### config.mk
export PLATFORM = sky130hd
export DESIGN_NAME = xbar_master_port
export DESIGN_NICKNAME = d
export VERILOG_FILES = /design/src/rtl/xmp_pkg.sv /design/src/rtl/xmp_capture.sv /design/src/rtl/xmp_decode.sv /design/src/rtl/xmp_fsm.sv /design/src/rtl/xbar_master_port.sv
export SDC_FILE = /design/constraint.sdc
export NUM_CORES = 1
export LEC_CHECK = 0
export ABC_AREA = 1
export BUFFER_PORTS_ARGS = -buffer_cell sky130_fd_sc_hd__buf_2
export CORE_MARGIN = 1
export CORE_UTILIZATION = 45
export CTS_CLUSTER_DIAMETER = 120
export DETAILED_ROUTE_END_ITERATION = 8
export PLACE_DENSITY = 0.7
export SYNTH_ARGS = -nofsm -noshare
export SYNTH_HDL_FRONTEND = slang
export SYNTH_SLANG_ARGS = --single-unit
### constraint.sdc
create_clock -name clk -period 2.88 [get_ports clk]
set_input_delay 0.144 -clock clk [delete_from_list [all_inputs] [get_ports clk]]
set_output_delay 0.144 -clock clk [all_outputs]
set_load 0.03 [all_outputs]
### src/rtl/xmp_pkg.sv
package xmp_pkg;

  localparam logic [1:0] HT_IDLE = 2'b00;
  localparam logic [1:0] HT_BUSY = 2'b01;
  localparam logic [1:0] HT_NSEQ = 2'b10;
  localparam logic [1:0] HT_SEQ  = 2'b11;

  typedef enum logic [2:0] {
    ST_IDLE   = 3'd0,
    ST_BUSY   = 3'd1,
    ST_WAIT   = 3'd2,
    ST_STALL  = 3'd3,
    ST_STEADY = 3'd4,
    ST_ERR1   = 3'd5,
    ST_ERR2   = 3'd6
  } xmp_state_e;

  function automatic logic is_active(input logic [1:0] t);
    return t[1];
  endfunction

endpackage

### src/rtl/xmp_capture.sv
module xmp_capture #(
  parameter int AW = 32,
  parameter int SW = 3
) (
  input  logic          clk,
  input  logic          rst,
  input  logic [1:0]    live_trans,
  input  logic [AW-1:0] live_addr,
  input  logic          live_write,
  input  logic [SW-1:0] live_size,
  input  logic          load,
  input  logic          cap_free,
  output logic          cap_valid,
  output logic [1:0]    eff_trans,
  output logic [AW-1:0] eff_addr,
  output logic          eff_write,
  output logic [SW-1:0] eff_size
);

  logic          valid_q;
  logic [1:0]    trans_q;
  logic [AW-1:0] addr_q;
  logic          write_q;
  logic [SW-1:0] size_q;

  always_ff @(posedge clk) begin
    if (rst) begin
      valid_q <= 1'b0;
    end else if (load) begin
      valid_q <= 1'b1;
    end else if (cap_free) begin
      valid_q <= 1'b0;
    end
  end

  always_ff @(posedge clk) begin
    if (load) begin
      trans_q <= live_trans;
      addr_q  <= live_addr;
      write_q <= live_write;
      size_q  <= live_size;
    end
  end

  assign cap_valid = valid_q;

  always_comb begin
    if (valid_q) begin
      eff_trans = trans_q;
      eff_addr  = addr_q;
      eff_write = write_q;
      eff_size  = size_q;
    end else begin
      eff_trans = live_trans;
      eff_addr  = live_addr;
      eff_write = live_write;
      eff_size  = live_size;
    end
  end

  // a held capture does not move while it waits for its grant
  p_cap_hold_r5: assert property (@(posedge clk) disable iff (rst)
    (valid_q && !cap_free && !load) |=> ($stable(eff_addr) && $stable(eff_write) && cap_valid));

endmodule

### src/rtl/xmp_decode.sv
module xmp_decode #(
  parameter int              AW       = 32,
  parameter int              NS       = 4,
  parameter int              IW       = 2,
  parameter logic [NS*AW-1:0] MAP_BASE = '0,
  parameter logic [NS*AW-1:0] MAP_MASK = '0
) (
  input  logic [AW-1:0] addr,
  input  logic          sel_en,
  output logic          hole,
  output logic [IW-1:0] idx,
  output logic [NS-1:0] sel
);

  logic [NS-1:0] match;

  for (genvar g = 0; g < NS; g++) begin : g_entry
    assign match[g] = ((addr & MAP_MASK[g*AW +: AW]) == MAP_BASE[g*AW +: AW]);
  end

  // presence decoder: always running, lowest index wins
  always_comb begin
    idx = '0;
    for (int i = NS - 1; i >= 0; i--) begin
      if (match[i]) idx = IW'(i);
    end
  end

  assign hole = ~|match;

  // select decoder: gated by the state machine
  assign sel = (sel_en && !hole) ? (NS'(1) << idx) : '0;

endmodule

### src/rtl/xmp_fsm.sv
module xmp_fsm
  import xmp_pkg::*;
#(
  parameter int NS = 4,
  parameter int IW = 2
) (
  input  logic          clk,
  input  logic          rst,
  input  logic [1:0]    trans,
  input  logic          hole,
  input  logic [IW-1:0] dec_idx,
  input  logic [NS-1:0] s_gnt,
  input  logic          s_hready,
  output logic          sel_en,
  output logic          keep_busy,
  output logic [IW-1:0] own_idx,
  output logic          cap_load,
  output logic          cap_release,
  output logic          m_hready,
  output logic          m_hresp,
  output logic          dphase
);

  xmp_state_e    state_q, state_d;
  logic          own_vld_q, own_vld_d;
  logic [IW-1:0] own_idx_q, own_idx_d;
  logic          lock_q, lock_d;
  logic          acc;
  logic          active;

  assign active = is_active(trans);
  assign acc    = (state_q == ST_IDLE) || (state_q == ST_BUSY) || (state_q == ST_ERR2) ||
                  (((state_q == ST_STEADY) || (state_q == ST_STALL)) && s_hready);

  always_comb begin
    state_d     = state_q;
    own_vld_d   = own_vld_q && s_gnt[own_idx_q];
    own_idx_d   = own_idx_q;
    lock_d      = lock_q;
    sel_en      = 1'b0;
    keep_busy   = 1'b0;
    cap_load    = 1'b0;
    cap_release = 1'b0;

    case (state_q)
      ST_WAIT: begin
        sel_en = 1'b1;
        if (s_gnt[dec_idx]) begin
          state_d     = ST_STEADY;
          cap_release = 1'b1;
          own_vld_d   = 1'b1;
          own_idx_d   = dec_idx;
        end
      end
      ST_ERR1: state_d = ST_ERR2;
      ST_STEADY: begin
        if (!s_hready && active && !hole && (dec_idx != own_idx_q)) state_d = ST_STALL;
      end
      default: ;
    endcase

    if (acc) begin
      if (active) begin
        lock_d = 1'b0;
        if (hole) begin
          state_d = ST_ERR1;
        end else begin
          sel_en = 1'b1;
          if (s_gnt[dec_idx]) begin
            state_d   = ST_STEADY;
            own_vld_d = 1'b1;
            own_idx_d = dec_idx;
          end else begin
            cap_load = 1'b1;
            state_d  = ST_WAIT;
          end
        end
      end else if (trans == HT_BUSY) begin
        state_d = ST_BUSY;
        if (own_vld_q && s_gnt[own_idx_q] && !lock_q) keep_busy = 1'b1;
        else lock_d = 1'b1;
      end else begin
        state_d = ST_IDLE;
      end
    end
  end

  always_ff @(posedge clk) begin
    if (rst) begin
      state_q   <= ST_IDLE;
      own_vld_q <= 1'b0;
      own_idx_q <= '0;
      lock_q    <= 1'b0;
    end else begin
      state_q   <= state_d;
      own_vld_q <= own_vld_d;
      own_idx_q <= own_idx_d;
      lock_q    <= lock_d;
    end
  end

  always_comb begin
    case (state_q)
      ST_WAIT, ST_ERR1:      m_hready = 1'b0;
      ST_STEADY, ST_STALL:   m_hready = s_hready;
      default:               m_hready = 1'b1;
    endcase
  end

  assign m_hresp = (state_q == ST_ERR1) || (state_q == ST_ERR2);
  assign dphase  = (state_q == ST_STEADY) || (state_q == ST_STALL);
  assign own_idx = own_idx_q;

  // an accepted hole access opens the error pair on the next cycle
  p_hole_err_r7: assert property (@(posedge clk) disable iff (rst)
    (acc && active && hole) |=> (m_hresp && !m_hready));

  // a capture wait-states the master and keeps requesting
  p_cap_wait_r5: assert property (@(posedge clk) disable iff (rst)
    cap_load |=> (!m_hready && sel_en));

  // after the grant was lost, BUSY never revives the request
  p_busy_lock_r9: assert property (@(posedge clk) disable iff (rst)
    (acc && (trans == HT_BUSY) && !keep_busy) |=> !(acc && (trans == HT_BUSY) && keep_busy));

endmodule

### src/rtl/xbar_master_port.sv
module xbar_master_port #(
  parameter int               AW       = 32,
  parameter int               SW       = 3,
  parameter int               NS       = 4,
  parameter logic [NS*AW-1:0] MAP_BASE = {32'h4000_0000, 32'h2000_0000, 32'h1000_0000, 32'h0000_0000},
  parameter logic [NS*AW-1:0] MAP_MASK = {4{32'hF000_0000}}
) (
  input  logic          clk,
  input  logic          rst,
  input  logic [1:0]    m_htrans,
  input  logic [AW-1:0] m_haddr,
  input  logic          m_hwrite,
  input  logic [SW-1:0] m_hsize,
  output logic          m_hready,
  output logic          m_hresp,
  output logic [NS-1:0] s_req,
  input  logic [NS-1:0] s_gnt,
  input  logic          s_hready,
  output logic [1:0]    s_htrans,
  output logic [AW-1:0] s_haddr,
  output logic          s_hwrite,
  output logic [SW-1:0] s_hsize
);

  localparam int IW = (NS > 1) ? $clog2(NS) : 1;

  logic          cap_valid;
  logic [1:0]    eff_trans;
  logic [AW-1:0] eff_addr;
  logic          eff_write;
  logic [SW-1:0] eff_size;
  logic          hole;
  logic [IW-1:0] dec_idx;
  logic [NS-1:0] dec_sel;
  logic          sel_en;
  logic          keep_busy;
  logic [IW-1:0] own_idx;
  logic          cap_load;
  logic          cap_release;
  logic          dphase;

  xmp_capture #(.AW(AW), .SW(SW)) u_cap (
    .clk        (clk),
    .rst        (rst),
    .live_trans (m_htrans),
    .live_addr  (m_haddr),
    .live_write (m_hwrite),
    .live_size  (m_hsize),
    .load       (cap_load),
    .cap_free   (cap_release),
    .cap_valid  (cap_valid),
    .eff_trans  (eff_trans),
    .eff_addr   (eff_addr),
    .eff_write  (eff_write),
    .eff_size   (eff_size)
  );

  xmp_decode #(.AW(AW), .NS(NS), .IW(IW), .MAP_BASE(MAP_BASE), .MAP_MASK(MAP_MASK)) u_dec (
    .addr   (eff_addr),
    .sel_en (sel_en),
    .hole   (hole),
    .idx    (dec_idx),
    .sel    (dec_sel)
  );

  xmp_fsm #(.NS(NS), .IW(IW)) u_fsm (
    .clk         (clk),
    .rst         (rst),
    .trans       (eff_trans),
    .hole        (hole),
    .dec_idx     (dec_idx),
    .s_gnt       (s_gnt),
    .s_hready    (s_hready),
    .sel_en      (sel_en),
    .keep_busy   (keep_busy),
    .own_idx     (own_idx),
    .cap_load    (cap_load),
    .cap_release (cap_release),
    .m_hready    (m_hready),
    .m_hresp     (m_hresp),
    .dphase      (dphase)
  );

  assign s_req    = dec_sel | (keep_busy ? (NS'(1) << own_idx) : '0);
  assign s_htrans = eff_trans;
  assign s_haddr  = eff_addr;
  assign s_hwrite = eff_write;
  assign s_hsize  = eff_size;

  // never two slaves requested at once
  p_req_onehot_r10: assert property (@(posedge clk) disable iff (rst) $onehot0(s_req));

  // first error cycle is always followed by the second
  p_err_pair_r7: assert property (@(posedge clk) disable iff (rst)
    (m_hresp && !m_hready) |=> (m_hresp && m_hready));

  // no request while the running data phase is wait-stated
  p_stall_noreq_r6: assert property (@(posedge clk) disable iff (rst)
    (dphase && !s_hready) |-> (s_req == '0));

  // a permitted mapped access requests its decoded slave
  p_req_target_r3: assert property (@(posedge clk) disable iff (rst)
    (sel_en && !hole) |-> (s_req[dec_idx] && ($countones(s_req) == 1)));

  // while a capture is held, the forwarded control is the captured copy
  p_cap_mux_r5: assert property (@(posedge clk) disable iff (rst)
    (cap_valid && $stable(cap_valid)) |-> $stable(s_haddr));

endmodule

==> run metrics, run 1 <==
global route overflow=0; Mapped Area=0.002416 mm^2; post-synthesis sequential area ratio=53.86%; Clock transition at path regs=0.09 ns; critical path cell sequence=inv_2 > buf_4 > or2_2 > o21ai_0 > nor2_1 > nand3_1 > o32ai_1 > buf_2; arrival time at the worst endpoint=2.39 ns; postcts setup bufs=0; core footprint=0.005140 mm^2; relative slew slack=78.57%; drt initial violations=46; crit path launch=u_cap.cap_valid$_SDFFE_PP0P_; die width=75.28 um; Ys Warns=0; clock buffer depth=2; share of the synthesized area in the top cell type=47.23%; first drt pass iteration count=4; GRT Overall Usage=19.53%; gp weighted congestion=0.8057; Setup Crit Path Kind=reg2out; synth unique cells=26; final setup fails=0; Multi-input gate area=964.7 um^2; Starting Density=47.01%; hold crit path type=in2reg; Routed WL=5090 um; worst vdd ir=0.0004183 V; global-route wire length before repair=8314 um; period utilisation layout=87.82%; Nets=438; Crit path max-delay family=buffers and inverters; R2R Setup Slk=0.74 ns; Ports=89; worst-path fanout max=31; most frequent cells in the layout=151 x nand2_1, 88 x buf_2, 38 x edfxtp_1, 22 x inv_1, 15 x nor2_1; Port Buffers=88; dpl hpwl=3748 um; drc violations=0; std cell rows=26; RSZ-0062 raised after global routing=no; full die area=0.005666 mm^2; largest cells by area after synthesis=edfxtp_1 47%, nand2_1 23%, dfxtp_1 6.6%; worst clock skew=0.006982 ns; Fillers=496; Slew @ Worst Pin=0.3186 ns; commonest non-fill, non-tap cell in the layout=nand2_1; Antenna Nets Post-Route=0; Synth Register Bits=46; CTS Buf Count=5; Worst setup SP type=flip-flop; Syn Inst Count=302; Final min period=2.529 ns; Max Cap Viol=0; Seq. cell area=0.001301 mm^2; routed length per placed instance=10.97 um; chip height=75.28 um; Worst Path Required=2.74 ns; met2 routed wirelength=2370 um; Crit-path slowest cell=dfxtp_1; final max-slew violation count=0; synth-to-layout area growth=25.17%; Total Power=1921 uW; CTS tree=built; Min-Delay Startpoint=m_haddr[23]; vias in the first global route=1987; # resized after CTS=0; Syn Nets=347; fraction of layout cells with a size suffix above 1=33.25%; cts hold-fix bufs=0; endpoints failing hold=0; Vias/cell=4.612; Highest Signal Layer=met4; M1 WL=2243 um; met3 WL=409 um; Max Clk Rate=0.3954 GHz; initial antenna violation count=0; cell area power density=635.2 mW/mm^2; post-route setup TNS=0 ns; Leak=0.001525 uW; CTS root buf=clkbuf_8; area leader, netlist=edfxtp_1; Avg Cell Area, Syn=8.000 um^2; RR Startpoint=u_cap.cap_valid$_SDFFE_PP0P_; CTS H-tree depth=2; Crit path buffers/inverters=3; via count=2140; slowest cell delay on critical path=0.34 ns; largest net degree at the start of global routing=32; # diodes=0; Sink Count=46; clk_lat worst skew=0.30 ns; status=finished, final reports clean; Worst Setup End Kind=output port
==> Yosys cell counts, drive strengths merged <==
cell,n
a21boi,1
a21oi,7
a31oi,1
buf,2
clkbuf,7
dfxtp,8
edfxtp,38
inv,28
nand2,166
nand3,8
nand4,1
nor2,21
o211a,1
o211ai,1
o21ai,6
o22ai,2
o32ai,3
or2,1
==> area by class of cell <==
class | instances | share of cell area [%]
sequential | 46 | 43.03
inverter | 28 | 3.475
tap | 70 | 2.896
clock buffer | 5 | 2.276
multi-input combinational | 219 | 31.90
timing repair buffer | 93 | 15.80
clock inverter | 3 | 0.6206
==> worst register-to-register path, cell delays in order (launching register included) <==
cell and delay [ns]:
dfxtp_1 0.34, buf_4 0.19, nand2_1 0.09, nand2_2 0.09, nor2_4 0.16, nand2_2 0.10
nor2_1 0.13, nor2_2 0.08, nand2_2 0.13, nand2_1 0.11, inv_1 0.08, buf_4 0.31
==> registers in the layout, summed over array words and instances, names as in the netlist <==
name             count
u_cap.size_q         3
u_cap.trans_q        2
u_fsm.own_idx        2
u_fsm.state_q        3
u_fsm.own_vld_q      1
u_cap.addr_q        32
u_cap.write_q        1
u_cap.cap_valid      1
u_fsm.lock_q         1
==> path summary, 6_finish.rpt <==
| kind | cells after the start | end |
|---|---|---|
| setup reg to reg | 11 | u_cap.addr_q[19]$_DFFE_PP_ |
| hold reg to reg | 1 | u_fsm.lock_q$_SDFFE_PP0P_ |
| hold / removal | 1 | u_cap.addr_q[23]$_DFFE_PP_ |
| setup / recovery | 8 | s_req[0] |
==> metrics by stage <==
stage                     setup WS, ns  instance area [um^2]  utilization [%]  cells  hold slack, ns
final                           0.3508                  3024            58.84    464         0.02655
after global routing            0.1665                  3024            58.84    464         0.01687
after CTS                       0.3225                  3024            58.84    464         0.01171
after detailed placement        0.6793                  2937            57.13    456          0.3363
after global placement          0.7644                  2937            57.13    456          0.3354
after floorplan                 0.3211                  2416                -    302          0.2131
==> power by group <==
group / switching (uW) / total (uW) / internal, uW
logic: 499 / 714 / 214
registers: 30.4 / 816 / 785
clock network: 221 / 392 / 171
==> logic make-up (layout without fill, tap and decap cells) <==
| logic type | Yosys count | count (layout) | share of synthesized area [%] |
|---|---|---|---|
| buf+inv | 37 | 129 | 6.215 |
| flops | 46 | 46 | 53.86 |
| compound gates | 22 | 22 | 5.904 |
| simple gates | 197 | 197 | 34.02 |
==> metal layers <==
layer	up-vias	track usage, %
met5	-	0
met2	80	32.23
met1	916	24.32
li1	1139	-
met4	0	6.996
met3	5	6.024
No activity file was read; power rests on OpenSTA's default activity.
==> run 2, diff against run 1 <==
- ABC_AREA: 1 -> unset
- SETUP_SLACK_MARGIN: unset -> 0.02
==> run 2 against run 1 <==
Against the previous run:
- combinational power fell by 33%
- global-route usage shrank 0.92 points
- first-iteration DRC count up 41%
- cell area up 2.2%
- synthesized cell count fell by 36%
- non-clock buffer count rose by 1
==> run metrics, run 2 <==
switching power=534.0 uW; core footprint=0.005140 mm^2; post-synthesis sequential area ratio=53.66%; RR Startpoint=u_cap.cap_valid$_SDFFE_PP0P_; full die area=0.005686 mm^2; clock buffer depth=2; Min-Delay Startpoint=m_haddr[17]; post-route setup TNS=0 ns; # diodes=0; Worst Setup End Kind=output port; Leak=0.001171 uW; Setup Crit Path Kind=reg2out; Clock transition at path regs=0.09 ns; Cell Int Power=1206 uW; Avg Cell Area, Syn=12.63 um^2; Final min period=2.576 ns; Nets=327; Max Cap Viol=0; Sw Share=30.70%; share of the synthesized area in the top cell type=47.06%; # resized after CTS=0; postcts setup bufs=0; Routed WL=5235 um; dpl hpwl=3885 um; CTS Buf Count=5; GRT Overall Usage=18.60%; vias in the first global route=1644; most frequent cells in the layout=88 x buf_2, 38 x edfxtp_1, 33 x mux2_2, 11 x nand2_1, 9 x a21oi_1; endpoints failing hold=0; crit path launch=u_cap.cap_valid$_SDFFE_PP0P_; arrival time at the worst endpoint=2.43 ns; largest net degree at the start of global routing=40; Port Buffers=88; Sink Count=46; Synth Flop Type=edfxtp_1; Antenna Nets Post-Route=0; cell area power density=563.1 mW/mm^2; CTS H-tree depth=2; drt initial violations=65; worst vdd ir=0.0002392 V; Worst Path Required=2.74 ns; count leader, synth=edfxtp_1; number of synthesized flops with an enable pin=38; Slew @ Worst Pin=0.3706 ns; largest cells by area after synthesis=edfxtp_1 47%, mux2_2 15%, dfxtp_1 6.6%; commonest non-fill, non-tap cell in the layout=buf_2; Mapped Area=0.002425 mm^2; clk_lat worst skew=0.28 ns; fraction of layout cells with a size suffix above 1=54.06%; worst-path fanout max=14; status=finished, final reports clean; CTS tree=built; synth unique cells=50; cts hold-fix bufs=0; CP most frequent cell=buf_4; fin cells=353; relative slew slack=74.77%; slowest cell delay on critical path=0.49 ns; hold crit path type=in2reg; Ports=89; CTS root buf=clkbuf_8; Seq pwr share=46.1%; synth-to-layout area growth=27.40%; global route overflow=0; Largest regs=u_cap.addr_q x32, u_cap.size_q x3, u_fsm.state_q x3; die width=75.41 um; Inst Count DP=345; top cells by count, synth=38 x edfxtp_1, 33 x mux2_2, 12 x nand2_1, 9 x a21oi_1; RSZ-0062 raised after global routing=no; final max-slew violation count=0; Synth Register Bits=46; Fillers=463; first drt pass iteration count=4; Ys Warns=0; Clock Power Share=26.5%; via count=1887; area leader, netlist=edfxtp_1; Syn Inst Count=192; std cell rows=26; Syn Nets=237; global-route wire length before repair=7921 um; initial antenna violation count=0; hold slack=0.03996 ns; routed length per placed instance=14.83 um; critical path cell sequence=buf_4 > mux2i_1 > clkinv_1 > nor4_1 > buf_4 > nand2_1 > o32ai_1 > buf_2; Logic pwr share=27.4%; chip height=75.41 um; worst clock skew=0.006065 ns; Starting Density=47.18%; Async SR Flop Fraction=0%; register with the most flip-flops=u_cap.addr_q; Max Clk Rate=0.3882 GHz; drc violations=0; Crit-path slowest cell=dfxtp_2; gp weighted congestion=0.9999; final setup fails=0; period utilisation layout=89.45%; Vias/cell=5.346; Worst setup SP type=flip-flop; max FFs per register=32
==> run 2: cell types whose count changed after synthesis, sizes merged, moves of 3 or more <==
| cell | change |
|---|---|
| a21oi | +3 |
| a31oi | +3 |
| buf | +3 |
| inv | -22 |
| mux2 | +33 |
| mux2i | +5 |
| nand2 | -154 |
| nand3 | -3 |
| nor2 | -13 |
| nor2b | +4 |
| nor3 | +5 |
| xnor2 | +3 |
==> run 2: cell families after synthesis <==
| family | share of synthesized area, % |
|---|---|
| DFF | 53.66 |
| AOI/OAI and AO/OA | 13.00 |
| and+or+nand+nor | 8.669 |
| muxes | 20.02 |
| buffers and inverters | 3.147 |
| xor gates and xnor gates | 1.084 |
| adders and majority gates | 0.4128 |
==> run 2: layout make-up <==
type                    count  area, um^2  share of cell area, %
well taps                  70       87.58                  2.835
inverters                   7       26.28                 0.8505
repair buffers             94       498.0                  16.12
clock buffers               6       72.57                  2.349
multi-input cells         128        1065                  34.47
flip-flops and latches     46        1303                  42.16
clock inverters             2       37.54                  1.215
==> run 2: worst paths after layout <==
path / slack, ns / endpoint / cells after the start
worst max register to register: 0.39 / u_fsm.state_q[2]$_SDFFE_PP0P_ / 8
worst min register to register: 0.53 / u_fsm.own_vld_q$_SDFF_PP0_ / 2
worst max-delay path: 0.30 / s_req[2] / 8
worst min-delay path: 0.04 / u_cap.addr_q[17]$_DFFE_PP_ / 1
==> run 2: per-stage QoR <==
stage / power, uW / area [um^2] / worst slack (ns) / utilization, %
4_1_cts: 1752 / 3089 / 0.2647 / 60.10
2_1_floorplan: 1155 / 2442 / 0.03339 / -
6_report: 1740 / 3089 / 0.3038 / 60.10
3_5_place_dp: 1290 / 2979 / 0.4312 / 57.96
3_3_place_gp: 1285 / 2979 / 0.5178 / 57.96
5_1_grt: 1826 / 3089 / 0.1211 / 60.10
==> run 2: power by group through the flow <==
| stage | clock network [uW] | registers [uW] | logic (uW) |
|---|---|---|---|
| 3_3_place_gp | 0 | 814 | 472 |
| 2_1_floorplan | 0 | 783 | 372 |
| 5_1_grt | 502 | 807 | 517 |
| 6_report | 462 | 801 | 477 |
| 4_1_cts | 474 | 800 | 478 |
| 3_5_place_dp | 0 | 814 | 475 |
==> run 2: metal layers <==
layer / vias to the layer above / track usage, % / share of wire (%)
met1: 877 / 26.40 / 47
met3: 4 / 4.233 / 6.6
met4: 0 / 5.350 / 0.59
li1: 929 / - / -
met2: 77 / 28.77 / 46
met5: - / 0 / 0
==> run 2: worst max-delay path: cells and delay by family, from the launching register on <==
| kind | cells | cell delay, ns |
|---|---|---|
| buf+inv | 4 | 0.84 |
| flops | 1 | 0.49 |
| mux | 1 | 0.35 |
| simple gates | 2 | 0.33 |
| compound gates | 1 | 0.13 |
